<file path="config.mk">
export PLATFORM = sky130hd
export DESIGN_NAME = vaddr_translator
export DESIGN_NICKNAME = d
export VERILOG_FILES = /design/src/rtl/vxl_pkg.sv /design/src/rtl/xlate_seq.sv /design/src/rtl/fault_hold.sv /design/src/rtl/vaddr_translator.sv
export SDC_FILE = /design/constraint.sdc
export NUM_CORES = 1
export LEC_CHECK = 0
export BUFFER_PORTS_ARGS = -buffer_cell sky130_fd_sc_hd__buf_2
export CAP_MARGIN = 20
export CORE_ASPECT_RATIO = 1.75
export CORE_MARGIN = 2
export CORE_UTILIZATION = 49
export CTS_BUF_LIST = sky130_fd_sc_hd__clkbuf_4 sky130_fd_sc_hd__clkbuf_8
export DETAILED_ROUTE_END_ITERATION = 12
export MAX_ROUTING_LAYER = met4
export PLACE_DENSITY = 0.83
export SLEW_MARGIN = 10
export SYNTH_ARGS = -nofsm -noshare
export SYNTH_HDL_FRONTEND = slang
export SYNTH_SLANG_ARGS = --single-unit
</file>
<file path="constraint.sdc">
create_clock -name clk -period 1.45 [get_ports clk]
set_input_delay 0.145 -clock clk [delete_from_list [all_inputs] [get_ports clk]]
set_output_delay 0.145 -clock clk [all_outputs]
set_load 0.01 [all_outputs]
</file>
<file path="src/rtl/vxl_pkg.sv">
package vxl_pkg;
  localparam int VA_W    = 32;
  localparam int OFF_W   = 12;
  localparam int FRAME_W = 12;
  localparam int VPN_W   = VA_W - OFF_W;
  localparam int PA_W    = FRAME_W + OFF_W;
  localparam int PTE_W   = FRAME_W + 2;

  typedef struct packed {
    logic               valid;
    logic               dirty;
    logic [FRAME_W-1:0] frame;
  } pte_t;

  function automatic logic [VPN_W-1:0] vpn_of(input logic [VA_W-1:0] va);
    return va[VA_W-1:OFF_W];
  endfunction

  function automatic logic [OFF_W-1:0] off_of(input logic [VA_W-1:0] va);
    return va[OFF_W-1:0];
  endfunction

  function automatic logic [PA_W-1:0] join_paddr(input logic [FRAME_W-1:0] fr,
                                                 input logic [OFF_W-1:0] off);
    return {fr, off};
  endfunction

  function automatic pte_t mark_dirty(input pte_t e);
    pte_t r;
    r       = e;
    r.dirty = 1'b1;
    return r;
  endfunction
endpackage

</file>
<file path="src/rtl/xlate_seq.sv">
module xlate_seq
  import vxl_pkg::*;
#(
  parameter int TBL_DEPTH = 1 << 20,
  localparam int IDX_W = $clog2(TBL_DEPTH)
) (
  input  logic              clk,
  input  logic              rst_n,
  input  logic              req_valid,
  input  logic              req_write,
  input  logic [VA_W-1:0]   req_vaddr,
  input  logic              fault_pending,
  input  pte_t              pte_in,
  output logic              req_ready,
  output logic              rd_en,
  output logic [IDX_W-1:0]  rd_idx,
  output logic              wb_en,
  output pte_t              wb_pte,
  output logic              hit_evt,
  output logic              fault_evt,
  output logic [PA_W-1:0]   hit_paddr,
  output logic [VPN_W-1:0]  cur_vpn
);
  typedef enum logic [1:0] {S_IDLE, S_LOOK, S_CHECK} st_t;

  localparam logic [VPN_W:0] DEPTH_V = (VPN_W+1)'(TBL_DEPTH);

  st_t             st;
  logic [VA_W-1:0] va_q;
  logic            wr_q;
  logic            oor_q;
  logic            accept;
  logic            req_oor;

  assign req_ready = (st == S_IDLE) && !fault_pending;
  assign accept    = req_ready && req_valid;
  assign req_oor   = {1'b0, vpn_of(req_vaddr)} >= DEPTH_V;
  assign cur_vpn   = vpn_of(va_q);

  always_ff @(posedge clk) begin
    if (!rst_n) begin
      st    <= S_IDLE;
      va_q  <= '0;
      wr_q  <= 1'b0;
      oor_q <= 1'b0;
    end else begin
      case (st)
        S_IDLE: if (accept) begin
          st    <= S_LOOK;
          va_q  <= req_vaddr;
          wr_q  <= req_write;
          oor_q <= req_oor;
        end
        S_LOOK:  st <= S_CHECK;
        default: st <= S_IDLE;
      endcase
    end
  end

  always_comb begin
    rd_en     = (st == S_LOOK) && !oor_q;
    rd_idx    = cur_vpn[IDX_W-1:0];
    hit_evt   = (st == S_CHECK) && !oor_q && pte_in.valid;
    fault_evt = (st == S_CHECK) && (oor_q || !pte_in.valid);
    wb_en     = hit_evt && wr_q && !pte_in.dirty;
    wb_pte    = mark_dirty(pte_in);
    hit_paddr = join_paddr(pte_in.frame, off_of(va_q));
  end

  assert_read_follows_accept_R2: assert property (@(posedge clk) disable iff (!rst_n)
    (accept && !req_oor) |=> rd_en);
  assert_busy_not_ready_R10: assert property (@(posedge clk) disable iff (!rst_n)
    rd_en |-> !req_ready);
  assert_no_read_oor_R9: assert property (@(posedge clk) disable iff (!rst_n)
    (accept && req_oor) |=> !rd_en);
  assert_wb_sets_dirty_R5: assert property (@(posedge clk) disable iff (!rst_n)
    wb_en |-> (wb_pte.dirty && wb_pte.valid && !pte_in.dirty));
endmodule

</file>
<file path="src/rtl/fault_hold.sv">
module fault_hold
  import vxl_pkg::*;
(
  input  logic             clk,
  input  logic             rst_n,
  input  logic             set_evt,
  input  logic [VPN_W-1:0] set_vpn,
  input  logic             ack,
  output logic             irq,
  output logic [VPN_W-1:0] vpn
);
  always_ff @(posedge clk) begin
    if (!rst_n) begin
      irq <= 1'b0;
      vpn <= '0;
    end else if (set_evt) begin
      irq <= 1'b1;
      vpn <= set_vpn;
    end else if (ack) begin
      irq <= 1'b0;
    end
  end

  assert_irq_held_R8: assert property (@(posedge clk) disable iff (!rst_n)
    (irq && !ack) |=> irq);
  assert_vpn_steady_R7: assert property (@(posedge clk) disable iff (!rst_n)
    (irq && !set_evt) |=> $stable(vpn));
endmodule

</file>
<file path="src/rtl/vaddr_translator.sv">
module vaddr_translator
  import vxl_pkg::*;
#(
  parameter int TBL_DEPTH = 1 << 20,
  localparam int IDX_W = $clog2(TBL_DEPTH)
) (
  input  logic              clk,
  input  logic              rst_n,
  input  logic              req_valid,
  input  logic              req_write,
  input  logic [VA_W-1:0]   req_vaddr,
  output logic              req_ready,
  output logic              resp_valid,
  output logic [PA_W-1:0]   resp_paddr,
  output logic              fault_irq,
  output logic [VPN_W-1:0]  fault_vpn,
  input  logic              fault_ack,
  output logic              pt_rd_en,
  output logic [IDX_W-1:0]  pt_addr,
  input  logic [PTE_W-1:0]  pt_rdata,
  output logic              pt_we,
  output logic [PTE_W-1:0]  pt_wdata
);
  pte_t             pte_in;
  pte_t             wb_pte;
  logic             hit_evt;
  logic             fault_evt;
  logic [PA_W-1:0]  hit_paddr;
  logic [VPN_W-1:0] cur_vpn;

  assign pte_in   = pte_t'(pt_rdata);
  assign pt_wdata = PTE_W'(wb_pte);

  xlate_seq #(.TBL_DEPTH(TBL_DEPTH)) u_seq (
    .clk          (clk),
    .rst_n        (rst_n),
    .req_valid    (req_valid),
    .req_write    (req_write),
    .req_vaddr    (req_vaddr),
    .fault_pending(fault_irq),
    .pte_in       (pte_in),
    .req_ready    (req_ready),
    .rd_en        (pt_rd_en),
    .rd_idx       (pt_addr),
    .wb_en        (pt_we),
    .wb_pte       (wb_pte),
    .hit_evt      (hit_evt),
    .fault_evt    (fault_evt),
    .hit_paddr    (hit_paddr),
    .cur_vpn      (cur_vpn)
  );

  fault_hold u_fault (
    .clk    (clk),
    .rst_n  (rst_n),
    .set_evt(fault_evt),
    .set_vpn(cur_vpn),
    .ack    (fault_ack),
    .irq    (fault_irq),
    .vpn    (fault_vpn)
  );

  always_ff @(posedge clk) begin
    if (!rst_n) begin
      resp_valid <= 1'b0;
      resp_paddr <= '0;
    end else begin
      resp_valid <= hit_evt;
      if (hit_evt) resp_paddr <= hit_paddr;
    end
  end

  assert_resp_single_R3: assert property (@(posedge clk) disable iff (!rst_n)
    resp_valid |=> !resp_valid);
  assert_hit_fault_exclusive_R7: assert property (@(posedge clk) disable iff (!rst_n)
    !(hit_evt && fault_evt));
  assert_no_resp_with_new_fault_R7: assert property (@(posedge clk) disable iff (!rst_n)
    fault_evt |=> (!resp_valid && fault_irq));
endmodule

</file>
==> flow_metrics.env, run 1 <==
export IMPL_rows=38
export IMPL_synth_common_cells="122 x nand2_1, 81 x dfxtp_1, 77 x mux2i_1"
export IMPL_ctsHtreeMaxLevel=3
export IMPL_drive_above_1_share=0.354
export IMPL_ios=134
export IMPL_start_kind="register"
export IMPL_required_ns=1.31
export IMPL_finalPower_w=0.00440
export IMPL_setup_viol=0
export IMPL_clockBufferDepth=2
export IMPL_arrival_ns=1.27
export IMPL_synth_mux_area_frac=0.243
export IMPL_hold_violations=0
export IMPL_insertion_delay_ns=0.36
export IMPL_synth_seq_cells=81
export IMPL_nFillCells=544
export IMPL_fin_ws_ns=0.0307
export IMPL_p_leak_nw=2.05
export IMPL_grt_start_max_net_pins=66
export IMPL_die_w_um=64.8
export IMPL_ys_warn_count=0
export IMPL_synth_compound_area_frac=0.00237
export IMPL_via_per_inst=4.84
export IMPL_dieArea_um2=7160
export IMPL_cp_end_kind="output pin"
export IMPL_utilization=0.646
export IMPL_maxCapViolCount=0
export IMPL_drt_total_wl_um=6860
export IMPL_ir_worst_vdd_v=0.000743
export IMPL_root_buffer="clkbuf_8"
export IMPL_post_cts_setup_buffer_count=0
export IMPL_antenna_found_initial=0
export IMPL_wl_per_cell_um=13.0
export IMPL_nNetsFinal=493
export IMPL_initial_core_util=0.509
export IMPL_post_place_cells=510
export IMPL_synth_nets=381
export IMPL_syn_to_final_growth_pct=26.8
export IMPL_clk_pin_slew_worst_paths_ns=0.08
export IMPL_drc=0
export IMPL_max_stage_delay_ns=0.38
export IMPL_synthArstFlopShare=0
export IMPL_die_h_um=110
export IMPL_synth_simple_area_share=0.167
export IMPL_syn_avg_cell_area_um2=9.61
export IMPL_num_antenna_cells=0
export IMPL_maxSlewViolCount=0
export IMPL_grt_pass1_vias=2548
export IMPL_finClkSkew_ns=0.00492
export IMPL_drt_iter0_drc=134
export IMPL_dr_pass1_iters=4
export IMPL_max_clock_freq_ghz=0.705
export IMPL_status="completed"
export IMPL_grt_overflow=0
export IMPL_synth_most_common_cell="nand2_1"
export IMPL_rsz0062_at_grt="yes"
export IMPL_yosysTopAreaCell="dfxtp_1"
export IMPL_path_max_fanout=5
export IMPL_slowest_stage="dfxtp_2"
export IMPL_synth_edf_count=0
export IMPL_grt_pass1_wl_um=11000
export IMPL_final_cells=526
export IMPL_io_buffer_count=132
export IMPL_synth_flop_cell="dfxtp_1"
export IMPL_synth_cells=330
export IMPL_vias=2544
export IMPL_synth_area_leaders="dfxtp_1 51%, mux2i_1 24%, nand2_1 14%, buf_4 4.5%, buf_2 1.1%"
export IMPL_synth_adder_area_share=0
export IMPL_ant_nets=0
export IMPL_dpl_hpwl_um=4800
export IMPL_synth_xor_area_frac=0
export IMPL_cts_buffers=9
export IMPL_ys_seq_area_frac=0.511
export IMPL_cts_tree="done"
export IMPL_place_congestion=0.771
export IMPL_cts_sinks=81
export IMPL_path_cells="and3b_2, and3b_1, buf_2"
export IMPL_hold_path_class="in -> reg"
export IMPL_coreArea_um2=6230
export IMPL_min_period_ns=1.42
export IMPL_ys_types=17
export IMPL_worst_setup_path_type="reg -> out"
export IMPL_finalCritPeriodShare=0.979
export IMPL_pre_cts_ws_ns=0.0949
export IMPL_grt_usage=0.203
export IMPL_powerDensity_nw_per_um2=1090
export IMPL_synth_top_area_frac=0.511
export IMPL_syn_area_um2=3170
export IMPL_synth_top_family_by_area="multiplexers"
registers in the layout, indices dropped and copies added (netlist names):
| signal | count |
|---|---|
| u_seq.va_q | 32 |
| u_fault.irq | 1 |
| u_seq.st | 2 |
| resp_valid | 1 |
| u_fault.vpn | 20 |
| u_seq.wr_q | 1 |
| resp_paddr | 24 |
logic make-up after synthesis:
logic type	count (synthesis)
AOI/OAI and AO/OA	1
buffers and inverters	38
DFF	81
muxes	77
other	1
and+or+nand+nor	132
per-layer routing:
| metal | part of all wire | routed length (µm) | up-vias | track usage |
|---|---|---|---|---|
| met5 | 0 | 0 | - | - |
| met4 | 0.035 | 243 | 0 | 0.128 |
| met3 | 0.053 | 364 | 19 | 0.0468 |
| met2 | 0.53 | 3600 | 92 | 0.352 |
| met1 | 0.39 | 2650 | 1158 | 0.196 |
| li1 | - | - | 1275 | - |
layout by cell type, fill, tap and decap left out, drive strengths merged:
cell / instances
a21boi: 1
and2: 3
and3b: 2
buf: 138
bufinv: 1
clkbuf: 12
clkinv: 3
conb: 1
dfxtp: 81
mux2i: 77
nand2: 122
nand2b: 1
nor2b: 1
nor3: 1
nor4b: 1
or3b: 1
path summary, 6_finish.rpt:
check                                    from              to  cells after the start  slack (ns)
worst max-delay path              u_seq.st[0]           pt_we                      3        0.03
worst min-delay path            req_vaddr[20]  u_seq.va_q[20]                      3        0.03
worst max register to register    u_fault.irq   u_seq.va_q[2]                      3        0.08
worst min register to register     u_seq.wr_q      u_seq.wr_q                      2        0.45
critical path, delay by kind of cell (launching register included):
| family | cells | cell delay, ns |
|---|---|---|
| AND/OR/NAND/NOR | 2 | 0.41 |
| flip-flops | 1 | 0.38 |
| buffers and inverters | 1 | 0.13 |
cell type report:
type                       count  area (µm²)  share of cell area
clock buffer                  11         139              0.0345
tap                           80         100              0.0249
sequential                    81        1620               0.404
clock inverter                 4        45.0              0.0112
timing repair buffer         139         787               0.196
multi-input combinational    211        1330               0.330
power by group:
| part | internal [W] | switching (W) | total [W] |
|---|---|---|---|
| clock | 0.000815 | 0.000752 | 0.00157 |
| sequential | 0.00231 | 0.0000380 | 0.00234 |
| combinational | 0.000226 | 0.000258 | 0.000484 |
| total | 0.00335 | 0.00105 | 0.00440 |
what timing repair did:
action,CTS,global route
gates resized for setup,2,4
cloned,0,1
setup endpoints to repair,1,2
hold buffers,0,0
through the flow:
step	TNS, ns	cell area [µm²]	hold WS (ns)
floorplan	0	3170	0.287
global placement	0	3810	0.393
detailed placement	0	3810	0.399
CTS	0	4000	0.0166
global route	-0.0240	4020	0.0223
finish	0	4020	0.0262
Power figures use the tool's default switching activity.
==> inputs of run 2 (changes only) <==
--- a/config.mk
+++ b/config.mk
@@ -9,11 +9,11 @@
 export CAP_MARGIN = 20
 export CORE_ASPECT_RATIO = 1.75
 export CORE_MARGIN = 2
-export CORE_UTILIZATION = 49
+export CORE_UTILIZATION = 35
 export CTS_BUF_LIST = sky130_fd_sc_hd__clkbuf_4 sky130_fd_sc_hd__clkbuf_8
 export DETAILED_ROUTE_END_ITERATION = 12
 export MAX_ROUTING_LAYER = met4
-export PLACE_DENSITY = 0.83
+export PLACE_DENSITY = 0.63
 export SLEW_MARGIN = 10
 export SYNTH_ARGS = -nofsm -noshare
 export SYNTH_HDL_FRONTEND = slang
==> run 2 against run 1 <==
- critical path depth is the same
- cell count grew 7.6%
- global-route usage shrank 5.9 points
- critical path type unchanged
- highest routed layer unchanged
==> flow_metrics.env, run 2 (same netlist as run 1, synthesis figures left out) <==
export IMPL_coreArea_um2=8920
export IMPL_via_per_inst=4.46
export IMPL_grt_usage=0.144
export IMPL_grt_start_max_net_pins=67
export IMPL_dr_pass1_iters=4
export IMPL_initial_core_util=0.356
export IMPL_setup_viol=0
export IMPL_die_w_um=76.0
export IMPL_hold_depth=3
export IMPL_hold_buffers=0
export IMPL_drc=0
export IMPL_place_congestion=0.745
export IMPL_top_register="u_seq.va_q"
export IMPL_final_cell_mix="131 x buf_2, 122 x nand2_1, 79 x dfxtp_1"
export IMPL_hold_violations=0
export IMPL_cp_end_kind="output pin"
export IMPL_drt_iter0_drc=99
export IMPL_io_buffer_count=132
export IMPL_required_ns=1.31
export IMPL_antenna_found_initial=0
export IMPL_finalCritPeriodShare=0.944
export IMPL_insertion_delay_ns=0.36
export IMPL_p_sw_frac=0.241
export IMPL_pwr_share_clk=0.360
export IMPL_maxSlewViolCount=0
export IMPL_rsz0062_at_grt="yes"
export IMPL_clk_pin_slew_worst_paths_ns=0.08
export IMPL_ctsHtreeMaxLevel=3
export IMPL_critPathTopFamily="simple AND/OR/NAND/NOR gates"
export IMPL_powerDensity_nw_per_um2=1080
export IMPL_clockBufferDepth=2
export IMPL_maxCapViolCount=0
export IMPL_grt_pass1_wl_um=10800
export IMPL_worst_path_stages=3
export IMPL_arrival_ns=1.22
export IMPL_placed_area_um2=3860
export IMPL_worst_setup_path_type="reg -> out"
export IMPL_reg2regPathDepth=3
export IMPL_p_switching_w=0.00106
export IMPL_dpl_hpwl_um=4790
export IMPL_min_period_ns=1.37
export IMPL_max_stage_delay_ns=0.36
export IMPL_p_leak_nw=2.04
export IMPL_root_buffer="clkbuf_8"
export IMPL_cts_tree="done"
export IMPL_dieArea_um2=9870
export IMPL_largest_registers="u_seq.va_q (32), resp_paddr (24), u_fault.vpn (20)"
export IMPL_hold_path_class="in -> reg"
export IMPL_worst_path_buf_inv=1
export IMPL_grt_pass1_vias=2280
export IMPL_finalPower_w=0.00440
export IMPL_finClkSkew_ns=0.00843
export IMPL_pwr_share_seq=0.532
export IMPL_combPwrFrac=0.108
export IMPL_layout_commonest_cell="buf_2"
export IMPL_wl_per_cell_um=12.2
export IMPL_path_cells="and3b_2, and3b_1, buf_2"
export IMPL_drt_total_wl_um=6890
export IMPL_cts_buffers=9
export IMPL_num_antenna_cells=0
export IMPL_syn_to_final_growth_pct=28.1
export IMPL_grt_overflow=0
export IMPL_die_h_um=130
export IMPL_ios=134
export IMPL_ant_nets=0
export IMPL_drive_above_1_share=0.354
export IMPL_status="completed"
export IMPL_largest_reg_flops=32
export IMPL_p_int_w=0.00334
export IMPL_cts_sinks=81
export IMPL_rows=46
export IMPL_nNetsFinal=494
export IMPL_max_clock_freq_ghz=0.731
export IMPL_slowest_stage="dfxtp_4"
export IMPL_start_kind="register"
export IMPL_path_max_fanout=5
export IMPL_vias=2522
export IMPL_ir_worst_vdd_v=0.000520
export IMPL_fin_area_um2=4060
[run 2: cell count changes in the layout (fill, tap and decap cells not counted), sizes merged]
cell | previous run | this run
buf | 138 | 140
clkbuf | 12 | 10
[run 2: through the flow]
stage | setup WS, ns | util | hold slack, ns | instances | TNS (ns)
finish | 0.0813 | 0.456 | 0.0269 | 566 | 0
global route | -0.00959 | 0.456 | 0.00869 | 566 | -0.00959
CTS | 0.0156 | 0.454 | 0.000954 | 564 | 0
detailed placement | 0.109 | 0.433 | 0.406 | 550 | 0
global placement | 0.164 | 0.433 | 0.395 | 550 | 0
floorplan | 0.166 | - | 0.287 | 330 | 0
[run 2: power groups by stage]
stage	registers (W)	clock network, W	logic (W)
after global placement	0.00239	0	0.000472
after detailed placement	0.00239	0	0.000481
after global routing	0.00235	0.00175	0.000522
after floorplan	0.00241	0	0.000282
final	0.00234	0.00158	0.000475
after CTS	0.00234	0.00166	0.000482
[run 2: final cells by class]
cell class,instances,area [µm²]
well taps,120,150
clock buffers,10,138
repair buffers,140,786
flip-flops and latches,81,1630
clock inverters,4,45.0
multi-input cells,211,1320
fillers,904,4860
[run 2: per-layer routing]
layer / GRT usage / up-vias / part of all wire / routed length [µm]
li1: - / 1276 / - / -
met2: 0.241 / 74 / 0.51 / 3520
met4: 0.0898 / 0 / 0.024 / 168
met1: 0.152 / 1159 / 0.42 / 2860
met3: 0.0394 / 13 / 0.050 / 344
met5: - / - / 0 / 0
[run 2: worst paths after layout]
check | slack, ns | start | endpoint
worst max register to register | 0.10 | u_fault.irq | u_seq.va_q[4]
worst max-delay path | 0.08 | u_seq.st[0] | pt_we
worst min-delay path | 0.03 | req_vaddr[2] | u_seq.va_q[2]
worst min register to register | 0.46 | resp_paddr[11] | resp_paddr[11]
[run 2: worst register-to-register path: cells and delay by family (launching register included)]
| kind | cells | cell delay (ns) |
|---|---|---|
| flip-flops | 1 | 0.34 |
| AND/OR/NAND/NOR | 1 | 0.38 |
| buffers and inverters | 1 | 0.30 |
| multiplexers | 1 | 0.26 |
[run 2: what timing repair did]
action | CTS | global route
gates resized for setup | 3 | 1
endpoints found under the setup margin | 1 | 1
buffers inserted | 0 | 2
endpoints found under the hold margin | 0 | 0
